[src/rtl/mbx_req_pkg.sv]
package mbx_req_pkg;

  typedef enum logic [2:0] {
    S_IDLE,
    S_CLEAR,
    S_HOLD,
    S_ACKWAIT,
    S_RESP,
    S_DONE
  } seqState_t;

  // Strobes from control to datapath
  typedef struct packed {
    logic loadReq;
    logic setValid;
    logic clrValid;
    logic capResp;
    logic zeroVersion;
  } seqStrobe_t;

endpackage

[src/rtl/mbx_req_dpath.sv]
module mbx_req_dpath
  import mbx_req_pkg::*;
#(
  parameter int unsigned DATA_W          = 32,
  parameter int unsigned REQ_INIT_ACC    = 1,
  parameter int unsigned REQ_FINI_ACC    = 3,
  parameter int unsigned REQ_RESET_ACC   = 5,
  parameter int unsigned REQ_INIT_DATA   = 7,
  parameter int unsigned REQ_POISON      = 9,
  parameter int unsigned EVT_READY       = 1,
  parameter int unsigned EVT_DATA_READY  = 7,
  parameter int unsigned EVT_POISON_READY = 9
) (
  input  logic              clk,
  input  logic              rstN,
  input  seqStrobe_t        strb,
  input  logic [DATA_W-1:0] reqCode,
  input  logic [DATA_W-1:0] param1,
  input  logic [DATA_W-1:0] param2,
  input  logic [DATA_W-1:0] param3,
  input  logic [DATA_W-1:0] rxWord0,
  input  logic [DATA_W-1:0] rxWord1,
  input  logic [DATA_W-1:0] rxWord2,
  output logic [DATA_W-1:0] txWord0,
  output logic [DATA_W-1:0] txWord1,
  output logic [DATA_W-1:0] txWord2,
  output logic [DATA_W-1:0] txWord3,
  output logic              txValid,
  output logic              rxAck,
  output logic [DATA_W-1:0] version,
  output logic [DATA_W-1:0] key,
  output logic              expectWait,
  output logic              rxMatch,
  output logic              isInitData
);

  localparam logic [DATA_W-1:0] C_INIT_ACC  = DATA_W'(REQ_INIT_ACC);
  localparam logic [DATA_W-1:0] C_FINI_ACC  = DATA_W'(REQ_FINI_ACC);
  localparam logic [DATA_W-1:0] C_RESET_ACC = DATA_W'(REQ_RESET_ACC);
  localparam logic [DATA_W-1:0] C_INIT_DATA = DATA_W'(REQ_INIT_DATA);
  localparam logic [DATA_W-1:0] C_POISON    = DATA_W'(REQ_POISON);
  localparam logic [DATA_W-1:0] E_READY     = DATA_W'(EVT_READY);
  localparam logic [DATA_W-1:0] E_DATA      = DATA_W'(EVT_DATA_READY);
  localparam logic [DATA_W-1:0] E_POISON    = DATA_W'(EVT_POISON_READY);
  localparam logic [DATA_W-1:0] ONE         = DATA_W'(1);

  logic [DATA_W-1:0] reqR, p1R, p2R, p3R;
  logic [DATA_W-1:0] expEvent;
  logic              isAccess, isKeyReq, isPoisonWait;

  // Latched request words
  always_ff @(posedge clk or negedge rstN) begin
    if (!rstN) begin
      reqR <= '0;
      p1R  <= '0;
      p2R  <= '0;
      p3R  <= '0;
    end else if (strb.loadReq) begin
      reqR <= reqCode;
      p1R  <= param1;
      p2R  <= param2;
      p3R  <= param3;
    end
  end

  // Reply decode
  always_comb begin
    isAccess     = (reqR == C_INIT_ACC) || (reqR == C_FINI_ACC) || (reqR == C_RESET_ACC);
    isKeyReq     = (reqR == C_INIT_ACC) || (reqR == C_RESET_ACC);
    isInitData   = (reqR == C_INIT_DATA);
    isPoisonWait = (reqR == C_POISON) && (p1R != '0);
    expectWait   = isAccess || isInitData || isPoisonWait;
    if (isInitData)        expEvent = E_DATA;
    else if (isPoisonWait) expEvent = E_POISON;
    else                   expEvent = E_READY;
    rxMatch = (rxWord0 == expEvent);
  end

  always_ff @(posedge clk or negedge rstN) begin
    if (!rstN) begin
      txValid <= 1'b0;
      rxAck   <= 1'b0;
      version <= '0;
      key     <= '0;
    end else begin
      if (strb.setValid)      txValid <= 1'b1;
      else if (strb.clrValid) txValid <= 1'b0;
      rxAck <= strb.capResp;
      if (strb.zeroVersion)
        version <= '0;
      else if (strb.capResp && isInitData)
        version <= (rxWord1 == '0) ? ONE : rxWord1;
      if (strb.capResp && isKeyReq)
        key <= rxWord2;
    end
  end

  assign txWord0 = reqR;
  assign txWord1 = p1R;
  assign txWord2 = p2R;
  assign txWord3 = p3R;

endmodule

[src/rtl/mbx_req_ctrl.sv]
module mbx_req_ctrl
  import mbx_req_pkg::*;
#(
  parameter int unsigned ACK_TIMEOUT = 8,
  parameter int unsigned MSG_TIMEOUT = 20,
  parameter int unsigned CLR_DELAY   = 3,
  parameter int unsigned MAX_TRIES   = 5
) (
  input  logic       clk,
  input  logic       rstN,
  input  logic       startPulse,
  input  logic       txAck,
  input  logic       expectWait,
  input  logic       rxMatch,
  input  logic       isInitData,
  output seqStrobe_t strb,
  output logic       busy,
  output logic       done,
  output logic       error
);

  localparam int unsigned MAX_WIN = (ACK_TIMEOUT > MSG_TIMEOUT) ?
                                    ((ACK_TIMEOUT > CLR_DELAY) ? ACK_TIMEOUT : CLR_DELAY) :
                                    ((MSG_TIMEOUT > CLR_DELAY) ? MSG_TIMEOUT : CLR_DELAY);
  localparam int unsigned CNT_W = $clog2(MAX_WIN + 1);
  localparam int unsigned TRY_W = $clog2(MAX_TRIES + 1);
  localparam logic [CNT_W-1:0] ACK_LAST = CNT_W'(ACK_TIMEOUT - 1);
  localparam logic [CNT_W-1:0] MSG_LAST = CNT_W'(MSG_TIMEOUT - 1);
  localparam logic [CNT_W-1:0] CLR_LAST = CNT_W'(CLR_DELAY - 1);
  localparam logic [TRY_W-1:0] TRY_MAX  = TRY_W'(MAX_TRIES);

  seqState_t        state, stateNxt;
  logic [CNT_W-1:0] cnt, cntNxt;
  logic [TRY_W-1:0] tries, triesNxt;
  logic             errR, errNxt;

  always_comb begin
    stateNxt = state;
    cntNxt   = cnt;
    triesNxt = tries;
    errNxt   = errR;
    strb     = '0;
    unique case (state)
      S_IDLE: begin
        if (startPulse) begin
          strb.loadReq = 1'b1;
          triesNxt     = TRY_W'(1);
          errNxt       = 1'b0;
          stateNxt     = S_CLEAR;
        end
      end
      S_CLEAR: begin
        cntNxt = '0;
        if (!txAck) begin
          strb.setValid = 1'b1;
          stateNxt      = S_ACKWAIT;
        end else begin
          strb.clrValid = 1'b1;
          stateNxt      = S_HOLD;
        end
      end
      S_HOLD: begin
        cntNxt = cnt + 1'b1;
        if (cnt >= CLR_LAST) stateNxt = S_CLEAR;
      end
      S_ACKWAIT: begin
        cntNxt = cnt + 1'b1;
        if (txAck || cnt >= ACK_LAST) begin
          strb.clrValid = 1'b1;
          cntNxt        = '0;
          stateNxt      = expectWait ? S_RESP : S_DONE;
        end
      end
      S_RESP: begin
        cntNxt = cnt + 1'b1;
        if (rxMatch) begin
          strb.capResp = 1'b1;
          stateNxt     = S_DONE;
        end else if (cnt >= MSG_LAST) begin
          if (tries < TRY_MAX) begin
            triesNxt = tries + 1'b1;
            stateNxt = S_CLEAR;
          end else begin
            if (isInitData) strb.zeroVersion = 1'b1;
            else            errNxt = 1'b1;
            stateNxt = S_DONE;
          end
        end
      end
      S_DONE: stateNxt = S_IDLE;
      default: stateNxt = S_IDLE;
    endcase
  end

  always_ff @(posedge clk or negedge rstN) begin
    if (!rstN) begin
      state <= S_IDLE;
      cnt   <= '0;
      tries <= '0;
      errR  <= 1'b0;
    end else begin
      state <= stateNxt;
      cnt   <= cntNxt;
      tries <= triesNxt;
      errR  <= errNxt;
    end
  end

  assign busy  = (state != S_IDLE);
  assign done  = (state == S_DONE);
  assign error = done && errR;

endmodule

[src/rtl/mbx_req_seq.sv]
module mbx_req_seq
  import mbx_req_pkg::*;
#(
  parameter int unsigned DATA_W           = 32,
  parameter int unsigned ACK_TIMEOUT      = 8,
  parameter int unsigned MSG_TIMEOUT      = 20,
  parameter int unsigned CLR_DELAY        = 3,
  parameter int unsigned MAX_TRIES        = 5,
  parameter int unsigned REQ_INIT_ACC     = 1,
  parameter int unsigned REQ_FINI_ACC     = 3,
  parameter int unsigned REQ_RESET_ACC    = 5,
  parameter int unsigned REQ_INIT_DATA    = 7,
  parameter int unsigned REQ_POISON       = 9,
  parameter int unsigned EVT_READY        = 1,
  parameter int unsigned EVT_DATA_READY   = 7,
  parameter int unsigned EVT_POISON_READY = 9
) (
  input  logic              clk,
  input  logic              rstN,
  input  logic              startPulse,
  input  logic [DATA_W-1:0] reqCode,
  input  logic [DATA_W-1:0] param1,
  input  logic [DATA_W-1:0] param2,
  input  logic [DATA_W-1:0] param3,
  input  logic              txAck,
  input  logic [DATA_W-1:0] rxWord0,
  input  logic [DATA_W-1:0] rxWord1,
  input  logic [DATA_W-1:0] rxWord2,
  output logic [DATA_W-1:0] txWord0,
  output logic [DATA_W-1:0] txWord1,
  output logic [DATA_W-1:0] txWord2,
  output logic [DATA_W-1:0] txWord3,
  output logic              txValid,
  output logic              rxAck,
  output logic              busy,
  output logic              done,
  output logic              error,
  output logic [DATA_W-1:0] version,
  output logic [DATA_W-1:0] key
);

  seqStrobe_t strb;
  logic       expectWait, rxMatch, isInitData;

  mbx_req_ctrl #(
    .ACK_TIMEOUT(ACK_TIMEOUT), .MSG_TIMEOUT(MSG_TIMEOUT),
    .CLR_DELAY(CLR_DELAY), .MAX_TRIES(MAX_TRIES)
  ) u_ctrl (
    .clk(clk), .rstN(rstN), .startPulse(startPulse), .txAck(txAck),
    .expectWait(expectWait), .rxMatch(rxMatch), .isInitData(isInitData),
    .strb(strb), .busy(busy), .done(done), .error(error)
  );

  mbx_req_dpath #(
    .DATA_W(DATA_W), .REQ_INIT_ACC(REQ_INIT_ACC), .REQ_FINI_ACC(REQ_FINI_ACC),
    .REQ_RESET_ACC(REQ_RESET_ACC), .REQ_INIT_DATA(REQ_INIT_DATA),
    .REQ_POISON(REQ_POISON), .EVT_READY(EVT_READY),
    .EVT_DATA_READY(EVT_DATA_READY), .EVT_POISON_READY(EVT_POISON_READY)
  ) u_dpath (
    .clk(clk), .rstN(rstN), .strb(strb), .reqCode(reqCode),
    .param1(param1), .param2(param2), .param3(param3),
    .rxWord0(rxWord0), .rxWord1(rxWord1), .rxWord2(rxWord2),
    .txWord0(txWord0), .txWord1(txWord1), .txWord2(txWord2), .txWord3(txWord3),
    .txValid(txValid), .rxAck(rxAck), .version(version), .key(key),
    .expectWait(expectWait), .rxMatch(rxMatch), .isInitData(isInitData)
  );

endmodule

[config.mk]
export PLATFORM = sky130hd
export DESIGN_NAME = mbx_req_seq
export DESIGN_NICKNAME = d
export VERILOG_FILES = /design/src/rtl/mbx_req_pkg.sv /design/src/rtl/mbx_req_dpath.sv /design/src/rtl/mbx_req_ctrl.sv /design/src/rtl/mbx_req_seq.sv
export SDC_FILE = /design/constraint.sdc
export NUM_CORES = 1
export LEC_CHECK = 0
export ABC_AREA = 1
export ABC_CLOCK_PERIOD_IN_PS = 2300
export BUFFER_PORTS_ARGS = -buffer_cell sky130_fd_sc_hd__buf_2
export CORE_AREA = 2 2 167 169
export CTS_BUF_LIST = sky130_fd_sc_hd__clkbuf_4
export DETAILED_ROUTE_END_ITERATION = 8
export DIE_AREA = 0 0 169 171
export PLACE_DENSITY_LB_ADDON = 0.15
export SYNTH_ARGS = -nofsm -noshare
export SYNTH_HDL_FRONTEND = slang
export SYNTH_SLANG_ARGS = --single-unit
[constraint.sdc]
create_clock -name clk -period 2.3 [get_ports clk]
set_input_delay 0.23 -clock clk [delete_from_list [all_inputs] [get_ports clk]]
set_output_delay 0.23 -clock clk [all_outputs]
set_load 0.02 [all_outputs]
==> results of run 1 <==
cells in the mapped netlist, types with 3 or more instances:
cell type | instances | share of area
nand2_2 | 3 | 0.0021
mux2_2 | 110 | 0.14
nor2_4 | 4 | 0.0050
nand2_1 | 172 | 0.072
nor4_1 | 6 | 0.0042
nand3_1 | 55 | 0.031
nor2_2 | 3 | 0.0021
nor2_1 | 89 | 0.037
buf_1 | 3 | 0.0013
clkbuf_1 | 7 | 0.0029
and2_1 | 3 | 0.0021
o21ai_2 | 11 | 0.011
ha_1 | 3 | 0.0042
buf_6 | 8 | 0.010
buf_2 | 9 | 0.0050
o21ai_0 | 10 | 0.0056
nor3_1 | 10 | 0.0056
o21ai_1 | 10 | 0.0056
buf_4 | 3 | 0.0025
dfrtp_1 | 206 | 0.58
nand4_1 | 16 | 0.011
inv_1 | 84 | 0.035
a21oi_1 | 21 | 0.012
state kept, by name (all words and copies together) (netlist names), 3 cells and up:
signal           count
u_dpath.txWord1     32
u_dpath.key         32
u_dpath.txWord3     32
u_dpath.txWord2     32
u_ctrl.cnt           5
u_dpath.txWord0     32
u_dpath.version     32
u_ctrl.tries         3
u_ctrl.state         3
path summary, 6_finish.rpt:
kind,startpoint,end,slack (ns),cells past startpoint
hold reg to reg,u_dpath.key[30],u_dpath.key[30],0.46,2
setup / recovery,u_dpath.txWord0[9],u_dpath.version[21],0.23,12
setup reg to reg,u_dpath.txWord0[9],u_dpath.version[21],0.23,12
max in group asynchronous,rstN,u_ctrl.state[2],1.38,3
min in group asynchronous,rstN,u_dpath.version[8],0.11,2
hold / removal,rxWord0[1],u_dpath.version[4],0.09,6
kinds of logic after synthesis:
| logic type | after synthesis | synth area share |
|---|---|---|
| simple gates | 370 | 0.184 |
| flops | 206 | 0.576 |
| buf+inv | 117 | 0.0586 |
| mux | 110 | 0.138 |
| compound gates | 57 | 0.0375 |
| fa+ha+maj | 3 | 0.00420 |
| xor+xnor | 1 | 0.000979 |
through the flow:
step | utilization | setup WS [ns] | instance area (um^2) | hold WS (ns)
final | 0.522 | 0.230 | 14300 | 0.0944
after global routing | 0.522 | 0.00659 | 14300 | 0.0614
after CTS | 0.518 | 0.00262 | 14200 | 0.0213
after detailed placement | 0.421 | 0.0759 | 11500 | 0.207
after global placement | 0.421 | 0.125 | 11500 | 0.209
after floorplan | - | 0.447 | 8940 | -0.0656
layer usage:
| metal | vias up | routed length [um] | global-route usage |
|---|---|---|---|
| met5 | - | 0 | 0 |
| met4 | 0 | 781 | 0.0635 |
| met3 | 68 | 2310 | 0.0620 |
| met2 | 326 | 14000 | 0.330 |
| met1 | 4022 | 11500 | 0.221 |
| li1 | 4181 | - | - |
worst register-to-register path: cells and delay by family (launching register included):
family                 cells  cell delay, ns
AO/OA/AOI/OAI              1            0.07
buffers and inverters      1            0.20
AND/OR/NAND/NOR           10            1.30
flip-flops                 1            0.42
area by class of cell:
cell class                      count  share of cell area
Inverter                           87              0.0231
Timing Repair Buffer              633               0.300
Clock buffer                       83              0.0437
Multi-Input combinational cell    543               0.235
Clock inverter                     11             0.00658
Tap cell                          346              0.0303
Antenna cell                        2            0.000351
Sequential cell                   206               0.361
repair_timing:
item | CTS | global route
buffers inserted | 0 | 1
gates resized for setup | 1 | 9
hold buffers | 195 | 0
endpoints found under the hold margin | 402 | 0
setup endpoints to repair | 1 | 59
pin swaps | 0 | 3
gates cloned | 0 | 3
report_power, final:
group	switching, uW	leakage (uW)	total, uW	internal (uW)
sequential	746	0.00257	5590	4840
clock	1520	0.000427	3370	1850
combinational	3420	0.00451	5910	2490
total	5700	0.00750	14900	9180
==> flow_summary_export.csv, run 1 <==
group,metric,value,unit
finish,ff_latch_area,0.00515,mm^2
finish,multiInputGateArea,0.00335,mm^2
power_and_ir_drop,worst_ir_drop_vdd,0.000832,V
cts,clk_latency,0.66,ns
critical_path,crit_required,2.86,ns
critical_path,path_cells,"nor2_2, nand2_2, nor2_4, nand2_1, nor2_4, nand4_1, nand3_4, nand2_1, nand2_2, clkbuf_16, nand2_1, o21ai_1",
yosys,synth_cells,864,
finish,nets,1759,
timing,rsz0062_at_grt,"no",
finish,drive_above_1_share,0.431,
cts,clockBufferDepth,3,
critical_path,crit_top_cell,"nand2_1",
routing,drc,0,
timing,worst_pin_slew,0.609,ns
global_route,grt_usage,0.190,
yosys,ys.flop_type,"dfrtp_1",
critical_path,crit_arrival,2.63,ns
global_route,antenna_found_initial,2,
die,die_w,169,um
finish,layout_common_cells,"423 x buf_2, 206 x dfrtp_1, 195 x dlygate4sd3_1",
critical_path,crit_type,"reg -> reg",
critical_path,cp_top_family,"simple AND/OR/NAND/NOR gates",
timing,timing.fmax,483,MHz
timing,fin_crit_sh,0.900,
critical_path,worstPathMaxFanout,16,
placement,dp_hpwl,19400,um
yosys,synth_warnings,0,
finish,area_growth,59.5,%
timing,tns,0,ns
timing,finClkSkew,0.0393,ns
cts,clk_pin_slew_worst_paths,0.07,ns
timing,setup_viol,0,
yosys,async_flop_share,1.00,
critical_path,end_kind,"flop",
timing,fin_crit,2.07,ns
yosys,syn-num-nets,1095,
timing,slew_violations,0,
yosys,ys_seq_area_frac,0.576,
global_route,grt_pass1_wl,44300,um
global_route,overflow,0,
routing,wl_per_cell,15.0,um
critical_path,startpoint_type,"flop",
die,start_util,0.327,
global_route,grt_pass1_vias,8837,
cts,cts_buffers,57,
yosys,netlist_area,0.00894,mm^2
placement,portBuffers,424,
critical_path,cp_num_buf_inv,1,
cts,cts_tree,"done",
die,core,0.0273,mm^2
timing,hold_viol,0,
power_and_ir_drop,total_leakage_power,0.00750,uW
die,core.rowCount,61,
critical_path,cp_slowest_cell,"dfrtp_1",
flow_run,drv_cap,0,
routing,drt_iter0_markers,378,
critical_path,max_stage_delay,0.42,ns
placement,place_congestion,0.775,
die,die_h,171,um
finish,n_fill_cell,2500,
cts,cts.htree.levels,2,
routing,totalWireLength,28700,um
routing,vias,8597,
cts,numClockSinks,206,
placement,place_inst,1616,
power_and_ir_drop,power,14900,uW
power_and_ir_drop,powerDensity,1040,mW/mm^2
yosys,ys_types,38,
yosys,ys_ff_latch,206,
routing,vias_per_cell,4.50,
cts,cts-root-buf,"clkbuf_4",
timing,relSlewSlack,0.594,
die,pin_count,425,
yosys,avgSynthCellArea,10.4,um^2
routing,ant_nets,0,
hold_path,hold_path.class,"in -> reg",
yosys,synth-edff-count,0,
run_status,outcome,"finished, final reports clean",
routing,first_pass_iters,4,
finish,fin_cells,1911,
global_route,grt_max_degree,80,
die,die-area,0.0289,mm^2
finish,layout_commonest_cell,"buf_2",
Power figures use the tool's default switching activity.
==> run 2, diff against run 1 <==
Settings changed: ABC_CLOCK_PERIOD_IN_PS 2300 to default, CORE_AREA 2 2 167 169 to 2 2 163 165, CTS_BUF_LIST sky130_fd_sc_hd__clkbuf_4 to default, DIE_AREA 0 0 169 171 to 0 0 165 167.
==> flow_summary_export.csv, run 2 (synthesis gave the netlist of run 1 again) <==
group,metric,value,unit
cts,numClockSinks,206,
timing,relSlewSlack,0.611,
timing,worst_pin_slew,0.583,ns
placement,pre_cts_slack,0.145,ns
global_route,grt_pass1_wl,44400,um
critical_path,startpoint_type,"flop",
placement,placed_cell_area,0.0115,mm^2
die,pin_count,425,
cts,cts-root-buf,"clkbuf_16",
power_and_ir_drop,total_leakage_power,0.00746,uW
timing,fin_crit_sh,0.916,
routing,wl_per_cell,15.3,um
critical_path,r2r_cells,10,
routing,ant_nets,0,
cts,clk_pin_slew_worst_paths,0.06,ns
critical_path,crit_required,2.75,ns
critical_path,crit_type,"reg -> reg",
critical_path,crit_arrival,2.55,ns
finish,multiInputGateArea,0.00330,mm^2
placement,dp_hpwl,19600,um
global_route,overflow,0,
die,die_h,167,um
critical_path,end_kind,"flop",
timing,finClkSkew,0.0260,ns
hold_path,hold-path-cell-count,5,
placement,portBuffers,424,
cts,clockBufferDepth,3,
die,die-area,0.0276,mm^2
finish,n_fill_cell,2256,
routing,drt_iter0_markers,431,
finish,area_growth,60.1,%
finish,layout_commonest_cell,"buf_2",
finish,layout_common_cells,"423 x buf_2, 206 x dfrtp_1, 193 x dlygate4sd3_1",
die,core.rowCount,59,
global_route,grt_pass1_vias,8735,
global_route,antenna_found_initial,0,
power_and_ir_drop,powerDensity,1090,mW/mm^2
global_route,grt_usage,0.201,
power_and_ir_drop,worst_ir_drop_vdd,0.000864,V
finish,ff_latch_area,0.00515,mm^2
die,core,0.0258,mm^2
critical_path,worstPathMaxFanout,24,
placement,place_congestion,0.778,
routing,drc,0,
timing,hold_viol,0,
die,start_util,0.347,
timing,slew_violations,0,
timing,timing.fmax,475,MHz
routing,vias_per_cell,4.53,
timing,setup_ws,0.194,ns
finish,diodes,0,
die,die_w,165,um
flow_run,drv_cap,0,
finish,fin_cells,1846,
cts,cts_buffers,25,
timing,rsz0062_at_grt,"yes",
power_and_ir_drop,power,15600,uW
finish,final_util,0.556,
cts,clk_latency,0.53,ns
routing,totalWireLength,28200,um
timing,fin_crit,2.11,ns
cts,cts.htree.levels,1,
timing,setup_viol,0,
finish,drive_above_1_share,0.412,
finish,final_area,0.0143,mm^2
finish,nets,1723,
global_route,grt_max_degree,71,
hold_path,hold_path.class,"in -> reg",
cts,cts_tree,"done",
routing,vias,8360,
routing,first_pass_iters,4,
placement,place_inst,1607,
run_status,outcome,"finished, final reports clean",
==> run 2: cell types whose count changed in the layout (fill, tap and decap cells not counted), sizes merged <==
cell / before / now
buf: 436 / 437
diode: 2 / 0
dlygate4sd3: 195 / 193
clkinv: 8 / 4
clkinvlp: 0 / 3
bufinv: 2 / 3
nand3b: 3 / 1
clkbuf: 85 / 36
==> run 2: stage by stage <==
step / setup TNS, ns / hold WS [ns]
global placement: 0 / 0.292
detailed placement: 0 / 0.287
CTS: 0 / 0.0430
global route: -0.153 / 0.128
finish: 0 / 0.0577
floorplan: 0 / -0.0656
==> run 2: area by class of cell <==
type / instances / share of cell area
Inverter: 87 / 0.0230
Tap cell: 335 / 0.0293
Clock inverter: 11 / 0.0101
Clock buffer: 35 / 0.0505
Multi-Input combinational cell: 541 / 0.230
Sequential cell: 206 / 0.360
Timing Repair Buffer: 631 / 0.297
==> run 2: report_power, final <==
| group | internal, uW | switching (uW) | total (uW) |
|---|---|---|---|
| sequential | 4850 | 747 | 5600 |
| combinational | 2480 | 3450 | 5930 |
| clock | 2530 | 1560 | 4090 |
==> run 2: worst paths after layout <==
path                                startpoint                  end  slack [ns]
max                        u_dpath.txWord0[25]  u_dpath.version[29]        0.19
min                                 rxWord1[0]   u_dpath.version[0]        0.06
min reg2reg                    u_dpath.key[28]      u_dpath.key[28]        0.46
max in group asynchronous                 rstN  u_dpath.txWord3[16]        1.32
max reg2reg                u_dpath.txWord0[25]  u_dpath.version[29]        0.19
min in group asynchronous                 rstN  u_dpath.version[18]        0.29
==> run 2: per-layer routing <==
| metal | routed length [um] | GRT usage | vias up |
|---|---|---|---|
| met3 | 2420 | 0.0633 | 54 |
| met5 | 0 | 0 | - |
| met1 | 10900 | 0.231 | 3937 |
| met4 | 584 | 0.0491 | 0 |
| met2 | 14300 | 0.360 | 296 |
| li1 | - | - | 4073 |
==> run 2: repair_timing <==
action | CTS | global route
gates resized for setup | 0 | 6
endpoints found under the setup margin | 0 | 13
setup buffers | 0 | 0
endpoints found under the hold margin | 250 | 0
hold buffers | 193 | 0
==> run 2: critical path, cell delays in order, from the launching register on <==
cell and delay, ns:
dfrtp_1 0.39, nor2_1 0.12, nand2_1 0.06, nor2_1 0.15, nand2_2 0.16, nor2_4 0.19
nor2_2 0.06, nor2_4 0.14, nand3_2 0.11, nand3b_4 0.40, o21ai_1 0.23
